===== src/rtl/gpr_bank_pkg.sv =====
package gpr_bank_pkg;
  localparam int WORD_W   = 16;
  localparam int BANK_REGS = 7;
  localparam int NUM_BANKS = 2;
  localparam int SEL_W    = 4;
  localparam int NUM_RD   = 2;
  localparam int LONG_W   = 2 * WORD_W;
  localparam int BYTE_W   = WORD_W / 2;

  localparam logic [SEL_W-1:0] SEL_D0  = 4'd0;
  localparam logic [SEL_W-1:0] SEL_D1  = 4'd1;
  localparam logic [SEL_W-1:0] SEL_D2  = 4'd2;
  localparam logic [SEL_W-1:0] SEL_D3  = 4'd3;
  localparam logic [SEL_W-1:0] SEL_AD0 = 4'd4;
  localparam logic [SEL_W-1:0] SEL_AD1 = 4'd5;
  localparam logic [SEL_W-1:0] SEL_FRM = 4'd6;
  localparam logic [SEL_W-1:0] SEL_FLG = 4'd7;
  localparam logic [SEL_W-1:0] SEL_USP = 4'd8;
  localparam logic [SEL_W-1:0] SEL_ISP = 4'd9;
  localparam logic [SEL_W-1:0] SEL_SP  = 4'd10;

  localparam int BANK_BIT  = 4;
  localparam int STACK_BIT = 7;
  localparam logic [WORD_W-1:0] FLAG_KEEP = 16'h70FF;

  typedef enum logic [1:0] {
    SZ_WORD = 2'd0,
    SZ_BYTE = 2'd1,
    SZ_LONG = 2'd2,
    SZ_NONE = 2'd3
  } accSize_e;

  typedef struct packed {
    logic [BANK_REGS-1:0] loEn;
    logic [BANK_REGS-1:0] hiEn;
    logic [BANK_REGS-1:0] takeUpper;
    logic                 byteDup;
    logic                 flagEn;
    logic                 uspEn;
    logic                 ispEn;
  } wrStrobe_t;
endpackage


===== src/rtl/gpr_bank_ctrl.sv =====
module gpr_bank_ctrl
  import gpr_bank_pkg::*;
(
  input  logic             clk,
  input  logic             rst_n,
  input  logic             wrEn,
  input  logic [SEL_W-1:0] wrSel,
  input  logic [1:0]       wrSize,
  input  logic             wrHigh,
  input  logic             stackSel,
  output wrStrobe_t        st
);
  accSize_e sizeE;
  assign sizeE = accSize_e'(wrSize);

  always_comb begin
    st = '0;
    if (wrEn) begin
      unique case (sizeE)
        SZ_WORD: begin
          if (wrSel <= SEL_FRM) begin
            st.loEn[wrSel[2:0]] = 1'b1;
            st.hiEn[wrSel[2:0]] = 1'b1;
          end else if (wrSel == SEL_FLG) begin
            st.flagEn = 1'b1;
          end else if (wrSel == SEL_USP) begin
            st.uspEn = 1'b1;
          end else if (wrSel == SEL_ISP) begin
            st.ispEn = 1'b1;
          end else if (wrSel == SEL_SP) begin
            st.uspEn = stackSel;
            st.ispEn = !stackSel;
          end
        end
        SZ_BYTE: begin
          if (wrSel == SEL_D0 || wrSel == SEL_D1) begin
            st.byteDup = 1'b1;
            if (wrHigh) st.hiEn[wrSel[2:0]] = 1'b1;
            else        st.loEn[wrSel[2:0]] = 1'b1;
          end
        end
        SZ_LONG: begin
          if (wrSel == SEL_D0 || wrSel == SEL_D1 || wrSel == SEL_AD0) begin
            st.loEn[wrSel[2:0]]      = 1'b1;
            st.hiEn[wrSel[2:0]]      = 1'b1;
            st.loEn[wrSel[2:0] + 3'd2] = (wrSel != SEL_AD0);
            st.hiEn[wrSel[2:0] + 3'd2] = (wrSel != SEL_AD0);
            st.takeUpper[wrSel[2:0] + 3'd2] = (wrSel != SEL_AD0);
            if (wrSel == SEL_AD0) begin
              st.loEn[SEL_AD1[2:0]]      = 1'b1;
              st.hiEn[SEL_AD1[2:0]]      = 1'b1;
              st.takeUpper[SEL_AD1[2:0]] = 1'b1;
            end
          end
        end
        default: st = '0;
      endcase
    end
  end

  // byte writes never reach registers beyond D0/D1
  p_byte_low_pair_r3: assert property (@(posedge clk) disable iff (!rst_n)
    (wrEn && sizeE == SZ_BYTE) |-> (((st.loEn | st.hiEn) & 7'b1111100) == '0));

  // a legal long write strobes exactly two full words
  p_long_two_words_r4: assert property (@(posedge clk) disable iff (!rst_n)
    (wrEn && sizeE == SZ_LONG && (wrSel == SEL_D0 || wrSel == SEL_D1 || wrSel == SEL_AD0))
      |-> ($countones(st.loEn & st.hiEn) == 2 && $countones(st.takeUpper) == 1));

  // reserved size touches nothing
  p_none_size_idle_r5: assert property (@(posedge clk) disable iff (!rst_n)
    (sizeE == SZ_NONE) |-> (st == '0));
endmodule


===== src/rtl/gpr_bank_dp.sv =====
module gpr_bank_dp
  import gpr_bank_pkg::*;
(
  input  logic                         clk,
  input  logic                         rst_n,
  input  wrStrobe_t                    st,
  input  logic [LONG_W-1:0]            wrData,
  input  logic [NUM_RD-1:0][SEL_W-1:0] rdSel,
  input  logic [NUM_RD-1:0][1:0]       rdSize,
  input  logic [NUM_RD-1:0]            rdHigh,
  output logic [NUM_RD-1:0][LONG_W-1:0] rdData,
  output logic [WORD_W-1:0]            flags,
  output logic                         stackSel
);
  logic [NUM_BANKS-1:0][BANK_REGS-1:0][WORD_W-1:0] bankRegs;
  logic [BANK_REGS-1:0][WORD_W-1:0] cur;
  logic [BANK_REGS-1:0][WORD_W-1:0] dIn;
  logic [WORD_W-1:0] uspQ, ispQ;
  logic curBank;

  assign curBank  = flags[BANK_BIT];
  assign stackSel = flags[STACK_BIT];
  assign cur      = bankRegs[curBank];

  always_comb begin
    for (int i = 0; i < BANK_REGS; i++) begin
      if (st.takeUpper[i])  dIn[i] = wrData[LONG_W-1:WORD_W];
      else if (st.byteDup)  dIn[i] = {wrData[BYTE_W-1:0], wrData[BYTE_W-1:0]};
      else                  dIn[i] = wrData[WORD_W-1:0];
    end
  end

  always_ff @(posedge clk) begin
    if (!rst_n) begin
      bankRegs <= '0;
      flags    <= '0;
      uspQ     <= '0;
      ispQ     <= '0;
    end else begin
      for (int i = 0; i < BANK_REGS; i++) begin
        if (st.loEn[i]) bankRegs[curBank][i][BYTE_W-1:0]      <= dIn[i][BYTE_W-1:0];
        if (st.hiEn[i]) bankRegs[curBank][i][WORD_W-1:BYTE_W] <= dIn[i][WORD_W-1:BYTE_W];
      end
      if (st.flagEn) flags <= wrData[WORD_W-1:0] & FLAG_KEEP;
      if (st.uspEn)  uspQ  <= wrData[WORD_W-1:0];
      if (st.ispEn)  ispQ  <= wrData[WORD_W-1:0];
    end
  end

  function automatic logic [LONG_W-1:0] pickReg(
    input logic [SEL_W-1:0] sel, input logic [1:0] size, input logic high,
    input logic [BANK_REGS-1:0][WORD_W-1:0] regs,
    input logic [WORD_W-1:0] flg, input logic [WORD_W-1:0] usp, input logic [WORD_W-1:0] isp);
    logic [LONG_W-1:0] res;
    res = '0;
    unique case (accSize_e'(size))
      SZ_WORD: begin
        if (sel <= SEL_FRM)      res[WORD_W-1:0] = regs[sel[2:0]];
        else if (sel == SEL_FLG) res[WORD_W-1:0] = flg;
        else if (sel == SEL_USP) res[WORD_W-1:0] = usp;
        else if (sel == SEL_ISP) res[WORD_W-1:0] = isp;
        else if (sel == SEL_SP)  res[WORD_W-1:0] = flg[STACK_BIT] ? usp : isp;
      end
      SZ_BYTE: begin
        if (sel == SEL_D0 || sel == SEL_D1)
          res[BYTE_W-1:0] = high ? regs[sel[2:0]][WORD_W-1:BYTE_W] : regs[sel[2:0]][BYTE_W-1:0];
      end
      SZ_LONG: begin
        if (sel == SEL_D0 || sel == SEL_D1)
          res = {regs[sel[2:0] + 3'd2], regs[sel[2:0]]};
        else if (sel == SEL_AD0)
          res = {regs[SEL_AD1[2:0]], regs[SEL_AD0[2:0]]};
      end
      default: res = '0;
    endcase
    return res;
  endfunction

  for (genvar p = 0; p < NUM_RD; p++) begin : g_rdPort
    always_comb rdData[p] = pickReg(rdSel[p], rdSize[p], rdHigh[p], cur, flags, uspQ, ispQ);
  end

  // the bank bit moves only through a flag write
  p_bank_only_by_flag_r6: assert property (@(posedge clk) disable iff (!rst_n)
    !st.flagEn |=> $stable(curBank));

  // reserved flag bits stay clear
  p_flag_rsvd_zero_r7: assert property (@(posedge clk) disable iff (!rst_n)
    (flags & ~FLAG_KEEP) == '0);

  for (genvar b = 0; b < NUM_BANKS; b++) begin : g_bankHold
    // the unselected bank is never written
    p_idle_bank_hold_r6: assert property (@(posedge clk) disable iff (!rst_n)
      (curBank != 1'(b)) |=> $stable(bankRegs[b]));
  end

  for (genvar i = 0; i < 2; i++) begin : g_halfKeep
    // a low byte write leaves the high byte alone, and the other way round
    p_half_keep_r3: assert property (@(posedge clk) disable iff (!rst_n)
      (st.loEn[i] && !st.hiEn[i]) |=> $stable(bankRegs[curBank][i][WORD_W-1:BYTE_W]));
    p_half_keep_hi_r3: assert property (@(posedge clk) disable iff (!rst_n)
      (st.hiEn[i] && !st.loEn[i]) |=> $stable(bankRegs[curBank][i][BYTE_W-1:0]));
  end
endmodule


===== src/rtl/gpr_bank_file.sv =====
module gpr_bank_file
  import gpr_bank_pkg::*;
(
  input  logic        clk,
  input  logic        rst_n,
  input  logic [3:0]  rdSelA,
  input  logic [1:0]  rdSizeA,
  input  logic        rdHighA,
  output logic [31:0] rdDataA,
  input  logic [3:0]  rdSelB,
  input  logic [1:0]  rdSizeB,
  input  logic        rdHighB,
  output logic [31:0] rdDataB,
  input  logic        wrEn,
  input  logic [3:0]  wrSel,
  input  logic [1:0]  wrSize,
  input  logic        wrHigh,
  input  logic [31:0] wrData,
  output logic [15:0] flagsOut
);
  wrStrobe_t st;
  logic stackSel;
  logic [NUM_RD-1:0][LONG_W-1:0] rdAll;

  gpr_bank_ctrl ctrl_i (
    .clk(clk), .rst_n(rst_n), .wrEn(wrEn), .wrSel(wrSel), .wrSize(wrSize),
    .wrHigh(wrHigh), .stackSel(stackSel), .st(st)
  );

  gpr_bank_dp dp_i (
    .clk(clk), .rst_n(rst_n), .st(st), .wrData(wrData),
    .rdSel({rdSelB, rdSelA}), .rdSize({rdSizeB, rdSizeA}), .rdHigh({rdHighB, rdHighA}),
    .rdData(rdAll), .flags(flagsOut), .stackSel(stackSel)
  );

  assign rdDataA = rdAll[0];
  assign rdDataB = rdAll[1];
endmodule


===== config.mk =====
export PLATFORM = sky130hd
export DESIGN_NAME = gpr_bank_file
export DESIGN_NICKNAME = d
export VERILOG_FILES = /design/src/rtl/gpr_bank_pkg.sv /design/src/rtl/gpr_bank_ctrl.sv /design/src/rtl/gpr_bank_dp.sv /design/src/rtl/gpr_bank_file.sv
export SDC_FILE = /design/constraint.sdc
export NUM_CORES = 1
export LEC_CHECK = 0
export ABC_AREA = 1
export BUFFER_PORTS_ARGS = -buffer_cell sky130_fd_sc_hd__buf_2
export CELL_PAD_IN_SITES_DETAIL_PLACEMENT = 1
export CELL_PAD_IN_SITES_GLOBAL_PLACEMENT = 2
export CORE_ASPECT_RATIO = 1.75
export CORE_MARGIN = 5
export CORE_UTILIZATION = 30
export DETAILED_ROUTE_END_ITERATION = 10
export PLACE_DENSITY_LB_ADDON = 0.25
export SLEW_MARGIN = 5
export SYNTH_ARGS = -nofsm -noshare
export SYNTH_HDL_FRONTEND = slang
export SYNTH_SLANG_ARGS = --single-unit

===== constraint.sdc =====
create_clock -name clk -period 2.3 [get_ports clk]
set_clock_uncertainty 0.15 [all_clocks]
set_input_delay 0.345 -clock clk [delete_from_list [all_inputs] [get_ports clk]]
set_output_delay 0.345 -clock clk [all_outputs]
set_load 0.02 [all_outputs]

Word-level counts from Yosys, hierarchy flattened
Index checks and enable logic that the tools add are counted.
{ "totals": {"output_inout_bits": 80, "regBits": 267} }
{ "op_classes": {"n_reduce_logical": 14, "n_eq_ne": 25, "bitwise": 1, "add_sub_neg": 3, "magnitude_cmp": 13, "muxes": 138} }
{ "op_table": {"columns": ["op", "count"], "rows": [
  ["$mux 224", 27],
  ["$bwmux 224", 14],
  ["$demux 112 s1", 14],
  ["$mux 16", 26],
  ["$mux 112", 3],
  ["$bmux 16 s3", 4],
  ["$mux 32", 5],
  ["$mux 104", 1],
  ["$mux 96", 1],
  ["$mux 88", 1],
  ["$mux 80", 1],
  ["$mux 72", 1],
  ["$mux 64", 1],
  ["$mux 56", 1],
  ["$mux 48", 1],
  ["$pmux 8 s3", 2],
  ["$pmux 14 s3", 1],
  ["$mux 40", 1],
  ["$mux 8", 5],
  ["$eq 4x4->1 const B", 9],
  ["$pmux 8 s2", 2],
  ["$mux 14", 2],
  ["$mux 25", 1],
  ["$eq 4x3->1 const B", 6],
  ["24 further kinds", 64]
]} }

Logic depth before layout (Yosys ltp)
{ "depth": {"depth_word": 53, "depth_mapped": 14} }

By module
Synthesis repeated with hierarchy kept, for this count alone.
{ "hier_totals": {"cells_unflattened": 3066, "area_unflattened_um2": 17888.4} }
{ "by_module_without_submodules": {"columns": ["module", "cells_each", "area_per_inst_um2", "n_inst"], "rows": [
  ["gpr_bank_dp", 2989, 17531.8, 1],
  ["gpr_bank_ctrl", 77, 356.6, 1]
]} }

Worst setup path after synthesis
Ideal clock, no wire load.
{ "synth_timing": {"path_kind": "register to output", "from": "reg dp_i.flags[4]", "to": "out rdDataB[17]", "required_ns": 1.805, "arrival_ns": 1.794, "n_path_buf": 3, "slack_ns": 0.011, "stages_incl_launch_ff": 12, "cell_sequence": "dfxtp_1 > buf_4 > buf_2 > buf_2 > nand2_1 > nand3_1 > o21ai_0 > nand2_1 > nand2_1 > nand2_1 > nand2_1 > a21oi_1"} }
{ "synth_via": {"elab_chain_cells": 6, "word_cells_on_any_way": 7} }
{ "synth_lines": {"columns": ["item", "line", "source"], "rows": [
  ["start: declaration", "gpr_bank_dp.sv:12", "output logic [WORD_W-1:0] flags,"],
  ["start signal: assignment", "gpr_bank_dp.sv:44", "if (st.flagEn) flags <= wrData[WORD_W-1:0] & FLAG_KEEP;"],
  ["$mux 112 (implied by the code) (*) (2 in series)", "gpr_bank_dp.sv:23", "assign cur = bankRegs[curBank];"],
  ["$bmux 16 s3", "gpr_bank_dp.sv:70", "res = {regs[sel[2:0] + 3'd2], regs[sel[2:0]]};"],
  ["$mux 16 (implied by the code)", "gpr_bank_dp.sv:70", null],
  ["$mux 32 (*)", "gpr_bank_dp.sv:69", "if (sel == SEL_D0 || sel == SEL_D1)"],
  ["$mux 16 (*)", "gpr_bank_dp.sv:56", "unique case (accSize_e'(size))"],
  ["end: declaration", "gpr_bank_file.sv:13", "output logic [31:0] rdDataB,"]
]} }
Every way passes the cells marked *; elsewhere a longest branch is shown, timed or not. The select of a mux whose other input is x is not followed.

Worst setup path after layout
{ "layout_timing": {"from": "reg dp_i.flags[4]", "to": "out rdDataB[7]"} }
{ "layout_via": {"elab_chain_cells": 7, "word_cells_on_any_way": 10} }
{ "layout_lines": {"columns": ["item", "line", "source"], "rows": [
  ["$mux 112 (implied by the code) (*) (2 in series)", "gpr_bank_dp.sv:23", null],
  ["$bmux 16 s3", "gpr_bank_dp.sv:58, gpr_bank_dp.sv:66, gpr_bank_dp.sv:70", null],
  ["$mux 16 (implied by the code)", "gpr_bank_dp.sv:58, gpr_bank_dp.sv:66, gpr_bank_dp.sv:70", null],
  ["$mux 8", "gpr_bank_dp.sv:66", "res[BYTE_W-1:0] = high ? regs[sel[2:0]][WORD_W-1:BYTE_W] : regs[sel[2:0]][BYTE_W-1:0];"],
  ["$mux 8", "gpr_bank_dp.sv:65", "if (sel == SEL_D0 || sel == SEL_D1)"],
  ["$pmux 8 s3 (*)", "gpr_bank_dp.sv:56", null]
]} }
Marks and branches as above.

==> flow_summary_export.csv <==
group,metric,value,unit
timing,finalSetupViolCount,64,
logic_synthesis,ys.flop_type,"dfxtp_1",
power_and_ir_drop,combPwrFrac,22.2,%
clocking,cts_root_buffer,"clkbuf_16",
drt,wl_per_cell,27.46,um
worst_setup_path,cp-end-kind,"output pin",
logic_synthesis,syn_avg_cell_area,5.692,um^2
floorplan,die_w,197.8,um
global_route,grt_pass1_vias,24480,
drt,drt_iter0_drc,1561,
worst_setup_path,cp_max_fo,11,
place,port_buffers,130,
drt,drc_errors,0,
logic_synthesis,yosys-top-cells-count,"nand2_1, nand3_1, a21oi_1",
global_route,track_usage,34.15,%
worst_setup_path,start_kind,"register",
global_route,antenna_found_initial,2,
worst_setup_path,cp_num_buf_inv,5,
global_route,gr-total-overflow,0,
worst_setup_path,r2r_slack,230,ps
clocking,numCtsBuffers,28,
status,outcome,"finished, violations left",
cells_and_area,drive_above_1_share,24.97,%
logic_synthesis,syn_area,18520,um^2
logic_synthesis,netlist_instances,3254,
clocking,cts.sinks,267,
timing,finalCritPeriodShare,136.1,%
logic_synthesis,synth_edf_count,0,
logic_synthesis,yosysTopAreaCell,"dfxtp_1",
power_and_ir_drop,leakagePower,11.40,nW
timing,rsz0062_at_grt,"yes",
status,violations,"setup timing",
worst_setup_path,critPathTopFamily,"simple AND/OR/NAND/NOR gates",
power_and_ir_drop,p_clk_share,38.1,%
power_and_ir_drop,switching_power,3.854,mW
power_and_ir_drop,p_int,7.911,mW
timing,finalMaxSlewViolations,0,
timing,fin_crit,3131,ps
worst_setup_path,cp_cell_sequence,"inv_8 > buf_12 > buf_12 > nand2_1 > nand3_1 > nand3_1 > nand2_2 > inv_2 > nand3_1 > nand3_1 > nand3_1 > buf_2",
clocking,cts_max_level,1,
worst_setup_path,arrival,2640,ps
floorplan,start_util,30.23,%
timing,setup_ws,-831.3,ps
global_route,grt_pass1_wl,167900,um
floorplan,die_y,338.7,um
floorplan,die_area,67000,um^2
place,dp_hpwl,96450,um
power_and_ir_drop,power_density,469.0,nW/um^2
drt,maxUsedRoutingLayer,"met5",
clocking,clk_pin_slew,80,ps
cells_and_area,final_nets,3652,
worst_setup_path,cp_common_cell,"nand3_1",
place,place_area,22760,um^2
logic_synthesis,synth_top_area_share,28.86,%
power_and_ir_drop,power_frac_seq,39.7,%
drt,wl,120900,um
drt,antenna_left,0,
drt,wl_met2,59810,um
clocking,clockBufferDepth,3,
logic_synthesis,seq_area_frac_synth,28.86,%
timing,worst_hold_slack,24.49,ps
run,maxCapViolations,0,
floorplan,ios,136,
drt,met3_length,5252,um
floorplan,rows,120,
worst_setup_path,cpPeakStageDelay,450,ps
clocking,clock_latency,590,ps
global_route,grt_max_degree,98,
logic_synthesis,ys_types,32,
logic_synthesis,synth-seq-cells,267,
worst_setup_path,slowest_stage,"dfxtp_4",
worst_setup_path,cp_data_required_time,1800,ps
worst_setup_path,path_class,"register to output pin",
cells_and_area,area_growth,35.45,%
logic_synthesis,ys_top_cells_by_area,"dfxtp_1, nand2_1, nand3_1",
logic_synthesis,synth_most_common_cell,"nand2_1",
floorplan,core_area,61260,um^2
power_and_ir_drop,ir_drop,625.4,uV
drt,via_count,24200,
drt,first_pass_iters,8,
worst_hold_path,hp-class,"input port to register",
power_and_ir_drop,swShare,32.76,%
clocking,cts_tree,"yes",
drt,drt-met1-wl,43350,um
logic_synthesis,async_reset_ff_share,0,%
drt,avgViaCountPerCell,5.495,
place,place.gp.congestion,0.9833,
logic_synthesis,yosysWarnings,0,
timing,fmax,319.4,MHz
timing,finalHoldViolCount,0,
cells_and_area,final_area,25090,um^2
-- through the flow --
| stage | utilization [%] | power, mW | cells | setup WS (ps) | TNS [ps] |
|---|---|---|---|---|---|
| finish | 40.95 | 11.77 | 4403 | -831.3 | -46120 |
| global route | 40.95 | 12.11 | 4401 | -928.8 | -52340 |
| CTS | 39.50 | 11.70 | 4389 | -834.4 | -47080 |
| detailed placement | 37.15 | 7.189 | 4335 | -635.2 | -19110 |
| global placement | 37.15 | 7.168 | 4335 | -611.0 | -18640 |
| floorplan | - | 5.893 | 3258 | 10.56 | 0 |
-- final timing paths --
check                                        from  cells after the start                               to
hold reg to reg   dp_i.bankRegs[194]$_SDFFE_PN0P_                      2  dp_i.bankRegs[194]$_SDFFE_PN0P_
setup / recovery       dp_i.flags[4]$_SDFFE_PN0P_                     12                       rdDataB[7]
hold / removal                          wrData[7]                      3    dp_i.bankRegs[7]$_SDFFE_PN0P_
setup reg to reg       dp_i.flags[7]$_SDFFE_PN0P_                      9       dp_i.uspQ[11]$_SDFFE_PN0P_
-- what timing repair did --
item                                   in CTS  in global routing
resized for setup                         185                209
buffers inserted                            0                  7
cloned                                      1                  5
setup endpoints to repair                  64                 64
hold buffers                                9                  0
pin swaps                                   6                 28
endpoints found under the hold margin      19                  0
-- layer usage --
metal  up-vias  global-route usage [%]
li1      11310                       -
met1     11790                   35.76
met2       756                   60.41
met3       341                   4.276
met4         2                   27.19
met5         -                       0
-- power by group through the flow --
stage	clock network (mW)	registers [mW]	logic [mW]
5_1_grt	4.69	4.67	2.74
6_report	4.48	4.67	2.61
4_1_cts	4.54	4.67	2.49
3_3_place_gp	0	4.77	2.39
2_1_floorplan	0	4.77	1.12
3_5_place_dp	0	4.77	2.42
-- placed cells by master (no fill, tap or decap), drive strengths merged --
cell and count:
nand4 72, o211ai 10, nor4 1, clkinv 10, bufinv 1, o22ai 5, clkbuf 45, and2 3
clkinvlp 1, a21boi 1, nor2 201, or2 33, buf 518, a21oi 315, nand3 504, nor3 2
o21ai 211, conb 5, dlygate4sd3 9, inv 207, dfxtp 267, diode 2, nand2 1177, o21bai 8
ha 2
-- layout make-up --
cell class / instances / area, um^2
fillers: 8168 / 36170
multi-input cells: 2550 / 12320
flip-flops and latches: 267 / 5349
repair buffers: 535 / 4762
well taps: 793 / 992.2
inverters: 212 / 820.8
clock buffers: 37 / 764.5
clock inverters: 7 / 73.82
diodes: 2 / 5.005
-- registers in the layout, indices dropped and copies added, names as in the netlist --
register,count
dp_i.uspQ,16
dp_i.ispQ,16
dp_i.bankRegs,224
dp_i.flags,11
-- worst reg2reg max path: stages (launching register included) --
cell and delay, ps:
dfxtp_1 330, buf_4 260, buf_4 190, o21ai_1 80, o21ai_0 150, nand2_1 90
buf_4 220, inv_2 310, nor2_1 80, nor2_1 140
-- kinds of logic (layout without fill, tap and decap cells) --
logic type / count (synthesis) / in the layout / share of synthesized area [%]
DFF: 267 / 267 / 28.86
buffers and inverters: 441 / 791 / 10.02
other: 1 / 7 / 0.02025
adders and majority gates: 2 / 2 / 0.1351
and+or+nand+nor: 1993 / 1993 / 45.67
AOI/OAI and AO/OA: 550 / 550 / 15.29
Power figures use the tool's default switching activity.
